`config.mk`:
```
export PLATFORM = sky130hd
export DESIGN_NAME = chg_irq_bank
export DESIGN_NICKNAME = d
export VERILOG_FILES = /design/src/rtl/chg_irq_pkg.sv /design/src/rtl/chg_sync.sv /design/src/rtl/chg_port_det.sv /design/src/rtl/chg_rd_port.sv /design/src/rtl/chg_irq_bank.sv
export SDC_FILE = /design/constraint.sdc
export NUM_CORES = 1
export LEC_CHECK = 0
export BUFFER_PORTS_ARGS = -buffer_cell sky130_fd_sc_hd__buf_2
export CAP_MARGIN = 20
export CORE_MARGIN = 5
export CORE_UTILIZATION = 40
export DETAILED_ROUTE_END_ITERATION = 10
export PLACE_DENSITY = 0.62
export SETUP_SLACK_MARGIN = 0.05
export SYNTH_ARGS = -nofsm -noshare
export SYNTH_HDL_FRONTEND = slang
export SYNTH_HIERARCHICAL = 1
export SYNTH_SLANG_ARGS = --single-unit
```
`constraint.sdc`:
```
create_clock -name clk -period 1.7 [get_ports clk]
set_clock_uncertainty 0.15 [all_clocks]
set_input_delay 0.17 -clock clk [delete_from_list [all_inputs] [get_ports clk]]
set_output_delay 0.17 -clock clk [all_outputs]
set_load 0.005 [all_outputs]
```
`src/rtl/chg_irq_pkg.sv`:
```
package chg_irq_pkg;

   typedef logic [7:0] reg_addr_t;

   // True when addr falls inside [base, base+count)
   function automatic logic in_window(input reg_addr_t addr,
                                      input int unsigned base,
                                      input int unsigned count);
      int unsigned a;
      a = int'(addr);
      return (a >= base) && (a < base + count);
   endfunction

endpackage

```
`src/rtl/chg_sync.sv`:
```
module chg_sync #(
   parameter int unsigned W      = 8,
   parameter int unsigned STAGES = 2
) (
   input  logic         clk,
   input  logic         rst_n,
   input  logic [W-1:0] d_i,
   output logic [W-1:0] q_o
);

   generate
      if (STAGES < 2) begin : g_bad_stages
         $error("chg_sync: STAGES must be at least 2");
      end
   endgenerate

   logic [W-1:0] stg_q [STAGES];

   always_ff @(posedge clk or negedge rst_n) begin
      if (!rst_n) begin
         for (int i = 0; i < int'(STAGES); i++) stg_q[i] <= '0;
      end else begin
         stg_q[0] <= d_i;
         for (int i = 1; i < int'(STAGES); i++) stg_q[i] <= stg_q[i-1];
      end
   end

   assign q_o = stg_q[STAGES-1];

endmodule

```
`src/rtl/chg_port_det.sv`:
```
module chg_port_det #(
   parameter int unsigned W      = 8,
   parameter bit          PWM_EN = 1'b1
) (
   input  logic         clk,
   input  logic         rst_n,
   input  logic [W-1:0] pin_sync_i,
   input  logic [W-1:0] pwm_sel_i,
   input  logic [W-1:0] pwm_lvl_i,
   input  logic         clr_i,
   output logic [W-1:0] status_o
);

   logic [W-1:0] src;
   logic [W-1:0] prev_q;
   logic [W-1:0] chg;
   logic [W-1:0] status_q;

   generate
      if (PWM_EN) begin : g_pwm_mux
         for (genvar b = 0; b < int'(W); b++) begin : g_bit
            assign src[b] = pwm_sel_i[b] ? pwm_lvl_i[b] : pin_sync_i[b];
         end
      end else begin : g_pin_only
         assign src = pin_sync_i;
      end
   endgenerate

   assign chg = src ^ prev_q;

   always_ff @(posedge clk or negedge rst_n) begin
      if (!rst_n) begin
         prev_q   <= '0;
         status_q <= '0;
      end else begin
         prev_q   <= src;
         // new changes always win over the clear
         status_q <= (clr_i ? '0 : status_q) | chg;
      end
   end

   assign status_o = status_q;

   // without a clear, no set bit may drop
   p_sticky_r2: assert property (@(posedge clk) disable iff (!rst_n)
      !clr_i |=> ((status_q & $past(status_q)) == $past(status_q)));

   // a detected difference shows up in status next cycle
   p_change_sets_r1: assert property (@(posedge clk) disable iff (!rst_n)
      (chg != '0) |=> ((status_q & $past(chg)) == $past(chg)));

   // a clear leaves exactly the changes of its own cycle
   p_clear_keeps_new_r7: assert property (@(posedge clk) disable iff (!rst_n)
      clr_i |=> (status_q == $past(chg)));

endmodule

```
`src/rtl/chg_rd_port.sv`:
```
module chg_rd_port
   import chg_irq_pkg::*;
#(
   parameter int unsigned NP   = 8,
   parameter int unsigned W    = 8,
   parameter int unsigned BASE = 16
) (
   input  logic            clk,
   input  logic            rst_n,
   input  logic            rd_en_i,
   input  reg_addr_t       rd_addr_i,
   input  logic [NP*W-1:0] status_i,
   output logic [NP-1:0]   clr_o,
   output logic [W-1:0]    rd_data_o
);

   localparam int unsigned IDX_W = (NP > 1) ? $clog2(NP) : 1;

   generate
      if (BASE + NP > 256) begin : g_bad_window
         $error("chg_rd_port: status window exceeds address space");
      end
   endgenerate

   logic             hit;
   reg_addr_t        offs;
   logic [IDX_W-1:0] idx;
   logic [W-1:0]     sel;
   logic [W-1:0]     rd_q;

   assign hit  = in_window(rd_addr_i, BASE, NP);
   assign offs = rd_addr_i - reg_addr_t'(BASE);
   assign idx  = offs[IDX_W-1:0];

   always_comb begin
      sel = '0;
      for (int p = 0; p < int'(NP); p++) begin
         if (idx == IDX_W'(p)) sel = status_i[p*W +: W];
      end
   end

   generate
      for (genvar p = 0; p < int'(NP); p++) begin : g_clr
         assign clr_o[p] = rd_en_i && hit && (idx == IDX_W'(p));
      end
   endgenerate

   always_ff @(posedge clk or negedge rst_n) begin
      if (!rst_n)       rd_q <= '0;
      else if (rd_en_i) rd_q <= hit ? sel : '0;
   end

   assign rd_data_o = rd_q;

   // a miss clears nothing and returns zero
   p_miss_zero_r8: assert property (@(posedge clk) disable iff (!rst_n)
      (rd_en_i && !hit) |=> (rd_q == '0));

   // one read clears at most one port
   p_one_clear_r6: assert property (@(posedge clk) disable iff (!rst_n)
      $onehot0(clr_o));

   // read data holds between reads
   p_hold_r6: assert property (@(posedge clk) disable iff (!rst_n)
      !rd_en_i |=> $stable(rd_q));

endmodule

```
`src/rtl/chg_irq_bank.sv`:
```
module chg_irq_bank
   import chg_irq_pkg::*;
#(
   parameter int unsigned NUM_PORTS   = 8,
   parameter int unsigned PORT_W      = 8,
   parameter int unsigned STATUS_BASE = 16,
   parameter int unsigned SYNC_STAGES = 2,
   parameter bit          PWM_EN      = 1'b1
) (
   input  logic                        clk,
   input  logic                        rst_n,
   input  logic [NUM_PORTS*PORT_W-1:0] pin_in,
   input  logic [NUM_PORTS*PORT_W-1:0] pwm_sel,
   input  logic [NUM_PORTS*PORT_W-1:0] pwm_lvl,
   input  logic [NUM_PORTS*PORT_W-1:0] irq_mask,
   input  logic                        rd_en,
   input  logic [7:0]                  rd_addr,
   output logic [PORT_W-1:0]           rd_data,
   output logic                        irq_n
);

   localparam int unsigned TOT_W = NUM_PORTS * PORT_W;

   generate
      if (NUM_PORTS < 1 || NUM_PORTS > 8) begin : g_bad_ports
         $error("chg_irq_bank: NUM_PORTS must be 1..8");
      end
      if (PORT_W < 1 || PORT_W > 8) begin : g_bad_width
         $error("chg_irq_bank: PORT_W must be 1..8");
      end
   endgenerate

   logic [TOT_W-1:0]     pin_sync;
   logic [TOT_W-1:0]     status_all;
   logic [NUM_PORTS-1:0] clr;
   logic [NUM_PORTS-1:0] port_req;

   chg_sync #(.W(TOT_W), .STAGES(SYNC_STAGES)) u_sync (
      .clk   (clk),
      .rst_n (rst_n),
      .d_i   (pin_in),
      .q_o   (pin_sync)
   );

   generate
      for (genvar p = 0; p < int'(NUM_PORTS); p++) begin : g_port
         chg_port_det #(.W(PORT_W), .PWM_EN(PWM_EN)) u_det (
            .clk        (clk),
            .rst_n      (rst_n),
            .pin_sync_i (pin_sync[p*PORT_W +: PORT_W]),
            .pwm_sel_i  (pwm_sel[p*PORT_W +: PORT_W]),
            .pwm_lvl_i  (pwm_lvl[p*PORT_W +: PORT_W]),
            .clr_i      (clr[p]),
            .status_o   (status_all[p*PORT_W +: PORT_W])
         );
         assign port_req[p] = |(status_all[p*PORT_W +: PORT_W] &
                                ~irq_mask[p*PORT_W +: PORT_W]);
      end
   endgenerate

   chg_rd_port #(.NP(NUM_PORTS), .W(PORT_W), .BASE(STATUS_BASE)) u_rd (
      .clk       (clk),
      .rst_n     (rst_n),
      .rd_en_i   (rd_en),
      .rd_addr_i (rd_addr),
      .status_i  (status_all),
      .clr_o     (clr),
      .rd_data_o (rd_data)
   );

   assign irq_n = ~(|port_req);

   // with every pin masked the line stays released
   p_all_masked_r4: assert property (@(posedge clk) disable iff (!rst_n)
      (&irq_mask) |-> irq_n);

   // with no status pending the line stays released
   p_idle_release_r5: assert property (@(posedge clk) disable iff (!rst_n)
      (status_all == '0) |-> irq_n);

endmodule

```
Word-level counts from Yosys, hierarchy flattened:

Cells that the tools add are included.

* add/sub/neg operators: 1
* $lt $le $gt $ge: 2
* equality and inequality tests: 7
* bitwise operators: 33
* reductions and logical operators: 12
* multiplexer cells: 81

Operator list (count)
* $mux W8: 17
* $and A8 B8 Y8: 8
* $mux W1: 64
* $not A8 Y8: 8
* $or A8 B8 Y8: 8
* $reduce_or A64 Y1: 1
* $xor A8 B8 Y8: 8
* $eq A3 B3 Y1 const B: 4
* $logic_and A1 B1 Y1: 10
* $ge A8 B5 Y1 const B: 1
* $lt A8 B5 Y1 const B: 1
* $eq A3 B2 Y1 const B: 2
* $eq A3 B1 Y1 const B: 1
* $logic_not A3 Y1: 1
* $sub A3 B1 Y3 const B: 1
* $not A1 Y1: 1

* word-level logic and storage cells: 155
* register bits after elaboration: 264
* input bits: 267

Depth between registers and ports, before layout:

* word-level depth: 11
* depth in mapped cells: 8
* depth with buffers taken out: 7

Hierarchy:

Netlist, hierarchy kept.

By module, submodules not included
* chg_port_det: cells each 56, area each 747.0 µm², times used 8
* chg_sync: cells each 192, area each 3683.5 µm², times used 1
* chg_rd_port: cells each 130, area each 1067.3 µm², times used 1
* chg_irq_bank: cells each 85, area each 610.6 µm², times used 1

Least setup slack after synthesis:

Ideal clock, no wire load.

* path type: input -> register
* start: in rd_addr[3]
* end: reg g_port[6].u_det.status_q[1]
* setup time: 0.122 ns
* cell stages on the path: 7
* data required time: 1.428 ns
* arrival time: 1.916 ns
* setup slack: -0.487 ns
* cell sequence: or4_4 > or2_0 > buf_2 > nor3_1 > and2b_1 > nor2b_1 > a21oi_1

* longest elaborated chain between the ends: 6
* elaborated cells between the ends (all ways): 7
* those cells by class: 2 x order compare; 1 x mux; 1 x bitwise; 3 x reduce/logical

Ends and longest elaborated chain
* start, declared: line chg_irq_bank.sv:17 `input logic [7:0] rd_addr,`
* $ge A8 B5 Y1 or $lt A8 B5 Y1 (tied branches): line chg_irq_pkg.sv:11 `return (a >= base) && (a < base + count);`
* $logic_and A1 B1 Y1 (*): line chg_irq_pkg.sv:11
* $logic_and A1 B1 Y1 (*) (2 in series): line chg_rd_port.sv:44 `assign clr_o[p] = rd_en_i && hit && (idx == IDX_W'(p));`
* net clr[6]: line chg_irq_bank.sv:35 `logic [NUM_PORTS-1:0] clr;`
* $mux W8 (*): line chg_port_det.sv:38 `status_q <= (clr_i ? '0 : status_q) | chg;`
* $or A8 B8 Y8 (*): line chg_port_det.sv:38
* end signal, assigned: line chg_port_det.sv:38
* end, declared: line chg_port_det.sv:17 `logic [W-1:0] status_q;`

Mark *: on every way through the listed nets, which the timed path passes. The rest lies on a longest branch.
A chain may end at the register's enable or synchronous reset.

Worst setup path in the final report:

* start: reg g_port[7].u_det.status_q[1]
* end: out irq_n

* longest elaborated chain between the ends: 3

Ends and longest elaborated chain
* start, declared: line chg_port_det.sv:17
* start signal, assigned: line chg_port_det.sv:38
* $and A8 B8 Y8: line chg_irq_bank.sv:56 `assign port_req[p] = |(status_all[p*PORT_W +: PORT_W] &`
* $reduce_or A64 Y1: line chg_irq_bank.sv:71 `assign irq_n = ~(|port_req);`
* $not A1 Y1: line chg_irq_bank.sv:71
* end, declared: line chg_irq_bank.sv:19 `output logic irq_n`

Every way passes these cells.

==> results.py <==
metrics = {
    "sta": {
        "tightest_slew_ps": 427,
        "setup_violations": 1,
        "period_share_pct": 150,
        "fin_crit_ps": 2550,
        "max_freq_ghz": 0.391,
        "hold_violations": 0,
        "timing.final.ws_setup_ps": -854,
        "grt_setup_unrepaired": "true",
        "timing.hold.ws_ps": 107,
        "setup_tns_ps": -854,
        "maxSlewHeadroom_pct": 70.8,
        "slew_viol_final": 0,
    },
    "drt": {
        "wl_per_cell_um": 18.2,
        "drc": 0,
        "dr.pass1.iters": 6,
        "wl_um": 32700,
        "vias_per_cell": 4.64,
        "ant_nets": 0,
        "vias": 8358,
        "drt-initial-drc-count": 343,
    },
    "cts": {
        "cts_num_sinks": 264,
        "clock-root-buffer": "clkbuf_16",
        "cts_max_path_buffers": 3,
        "clkTransAtPathRegs_ps": 60,
        "cts_buffers": 29,
        "insertion_delay_ps": 550,
        "htree_num_levels": 1,
        "cts_tree": "done",
    },
    "setup_path": {
        "critPathSlowestCell": "dfrtp_1",
        "crit_path_end": "irq_n",
        "worstPathArrival_ps": 2230,
        "worstSetupStartpointType": "flop",
        "crit_chain": "nor2b_4 > a2111oi_2 > nand4_1 > nor4_4 > buf_4",
        "worstPathRequired_ps": 1380,
        "crit_start": "g_port[7].u_det/status_o[1]$_DFF_PN0_",
        "worstPathMaxFanout": 2,
        "reg2reg_to": "u_rd/rd_data_o[4]$_DFFE_PN0P_",
        "critical_path_class": "flop to primary output",
        "r2r_cells": 5,
        "r2r-start": "g_port[0].u_det/status_o[4]$_DFF_PN0_",
        "reg2reg_slack_ps": 70,
        "end_kind": "primary output",
        "max_stage_delay_ps": 420,
    },
    "final_layout": {
        "multiInputGateArea_mm2": 0.00429,
        "nNetsFinal": 1665,
        "fill_cells": 2196,
        "stdcell_count": 1800,
        "area_growth_pct": 47.9,
        "ff_latch_area_mm2": 0.00661,
        "utilization_pct": 60.2,
        "layout-drive-gt1-share_pct": 43.5,
    },
    "synth": {
        "synth-compound-area-share_pct": 6.73,
        "synth_warnings": 6,
        "ys_seq_area_share_pct": 58.3,
        "ys_ff_latch": 264,
        "yosys.area_share.simple_pct": 18.9,
        "ys.flop_type": "dfrtp_1",
        "synth_area_per_cell_um2": 13.3,
        "synth-edff-count": 0,
        "synth_mux_area_share_pct": 10.7,
        "synthArstFlopShare_pct": 100,
        "synthesis.area_mm2": 0.0113,
        "synthAdderAreaFrac_pct": 0,
        "synth_xor_xnor_area_share_pct": 0,
        "synthCells": 855,
        "yosysUniqueCellTypes": 38,
        "synth_nets": 1122,
        "synth_top_family_by_area": "simple AND/OR/NAND/NOR gates",
    },
    "floorplan": {
        "fp-row-count": 61,
        "die-width_um": 178,
        "die_h_um": 178,
        "coreArea_mm2": 0.0279,
        "start_util_pct": 40.7,
        "io_pins": 276,
        "die-area_mm2": 0.0318,
    },
    "global_route": {
        "grt_overflow": 0,
        "antenna_found_initial": 7,
        "grt_pass1_wl_um": 48500,
        "grt_max_degree": 62,
        "track_usage_pct": 19.3,
        "grt_pass1_vias": 9382,
    },
    "placement": {
        "hpwlAfterDp_um": 22300,
        "dpl.cell_count": 1540,
        "gp_congestion": 0.786,
        "numPortBuffers": 275,
        "pre_cts_ws_ps": -585,
    },
    "pwr": {
        "power_density_mw_per_mm2": 871,
        "vdd_drop_max_v": 0.000793,
        "leakagePower_nw": 7.34,
    },
    "job": {
        "cap_violations": 0,
    },
    "min_path": {
        "min_path_type": "primary input to flop",
    },
    "run_status": {
        "violations": "negative setup slack",
        "outcome": "finished with violations",
    },
}
==> critical path, delay by kind of cell, from the launching register on <==
kind	cells	cell delay (ps)
buf+inv	1	180
compound gates	1	320
simple gates	3	780
flops	1	420
==> worst min-delay path by stage <==
stage / from / end / slack, ps / cells after the start
global placement: rst_n / u_sync/q_o[1]$_DFF_PN0_ / -40 / 1
global route: rd_addr[3] / u_rd/rd_data_o[2]$_DFFE_PN0P_ / 100 / 5
CTS: rd_addr[3] / u_rd/rd_data_o[6]$_DFFE_PN0P_ / 80 / 5
detailed placement: rst_n / u_sync/q_o[8]$_DFF_PN0_ / -30 / 1
floorplan: rst_n / g_port[0].u_det/prev_q[0]$_DFF_PN0_ / -280 / 0
finish: rd_addr[3] / u_rd/rd_data_o[2]$_DFFE_PN0P_ / 110 / 5
==> state kept, by name (all words and copies together), names as in the netlist <==
signal                 count
u_sync/stg_q              64
u_sync/q_o                64
u_rd/rd_data_o             8
g_port.u_det/status_o     64
g_port.u_det/prev_q       64
==> timing repair <==
action                                 4_1_cts  5_1_grt
setup endpoints to repair                   11       70
hold buffers                               198       64
resized for setup                           10       38
pin swaps                                    4       16
setup buffers                                2        5
endpoints found under the hold margin      464      128
==> synthesized netlist by cell type, types with 2 or more instances <==
library cell  number  area [um2]
nand2b_1           5        31.3
o22a_1             5        43.8
a21oi_1           69         345
nand3b_1           2        15.0
buf_1              2        7.51
nand4_1            5        31.3
nor2b_1          143         895
clkbuf_1           3        11.3
mux2_4            64         961
dfrtp_1          264        6610
mux4_2             4        90.1
o31ai_2            2        25.0
nor3_1             4        20.0
mux2i_1           11         110
nand4b_1           2        17.5
mux2_2             5        56.3
and2b_1           40         300
nand3_1            5        25.0
nor4_2             2        25.0
nand2_1           10        37.5
buf_2              6        30.0
a2111oi_2          8         120
nor3_2            65         651
buf_4             65         488
o211ai_1           7        52.6
o21ai_0            7        35.0
o31ai_1            2        15.0
a31oi_1            2        12.5
a211oi_1           5        37.5
inv_1             19        71.3
nor2_1             6        22.5
nor2b_4            3        41.3
a2111oi_0          8        70.1
==> report_power, final <==
part | internal (mW) | switching (mW) | leakage [nW]
clock network | 3.86 | 2.56 | 0.498
registers | 6.56 | 0.125 | 2.91
logic | 0.879 | 0.619 | 3.94
==> metal layers <==
layer,wire length (um),vias up,share of wire (%),GRT usage [%]
met4,740,10,2.3,4.51
met1,13100,4078,40,24.5
met3,2180,61,6.7,4.90
li1,-,3980,-,-
met2,16600,229,51,33.5
met5,56,-,0.17,0
==> metrics by stage <==
stage                     total power, mW  area (um2)
after global routing                 15.2       16800
after floorplan                      7.34       11400
final                                14.6       16800
after CTS                            14.8       16600
after detailed placement             7.90       13600
after global placement               7.87       13600
==> cells by family (layout without fill, tap and decap cells) <==
kind of cell,count (synthesis),count (layout)
AO/OA/AOI/OAI,116,116
flip-flops,264,264
other,0,1
multiplexers,84,84
buffers and inverters,95,661
AND/OR/NAND/NOR,296,296
==> layout make-up <==
class                      count  area share (%)
antenna                        1          0.0149
clock buffer                  39            5.15
clock inverter                15           0.836
inverter                      19           0.425
multi-input combinational    496            25.6
sequential                   264            39.4
tap                          378            2.82
timing repair buffer         588            25.8
==> layout by cell type (no fill, tap or decap), types with 7 or more instances in the layout <==
cell type and instances:
a2111oi_2 9, clkinv_2 8, nand2_1 9, dlygate4sd3_1 198, nor2b_1 137, clkbuf_8 10
clkbuf_16 29, buf_6 11, a21oi_1 69, mux2_4 64, o211ai_1 7, buf_2 270
dfrtp_1 263, and2b_1 40, inv_1 19, nor3_2 65, buf_4 105, mux2i_1 11
Power figures use the tool's default switching activity.
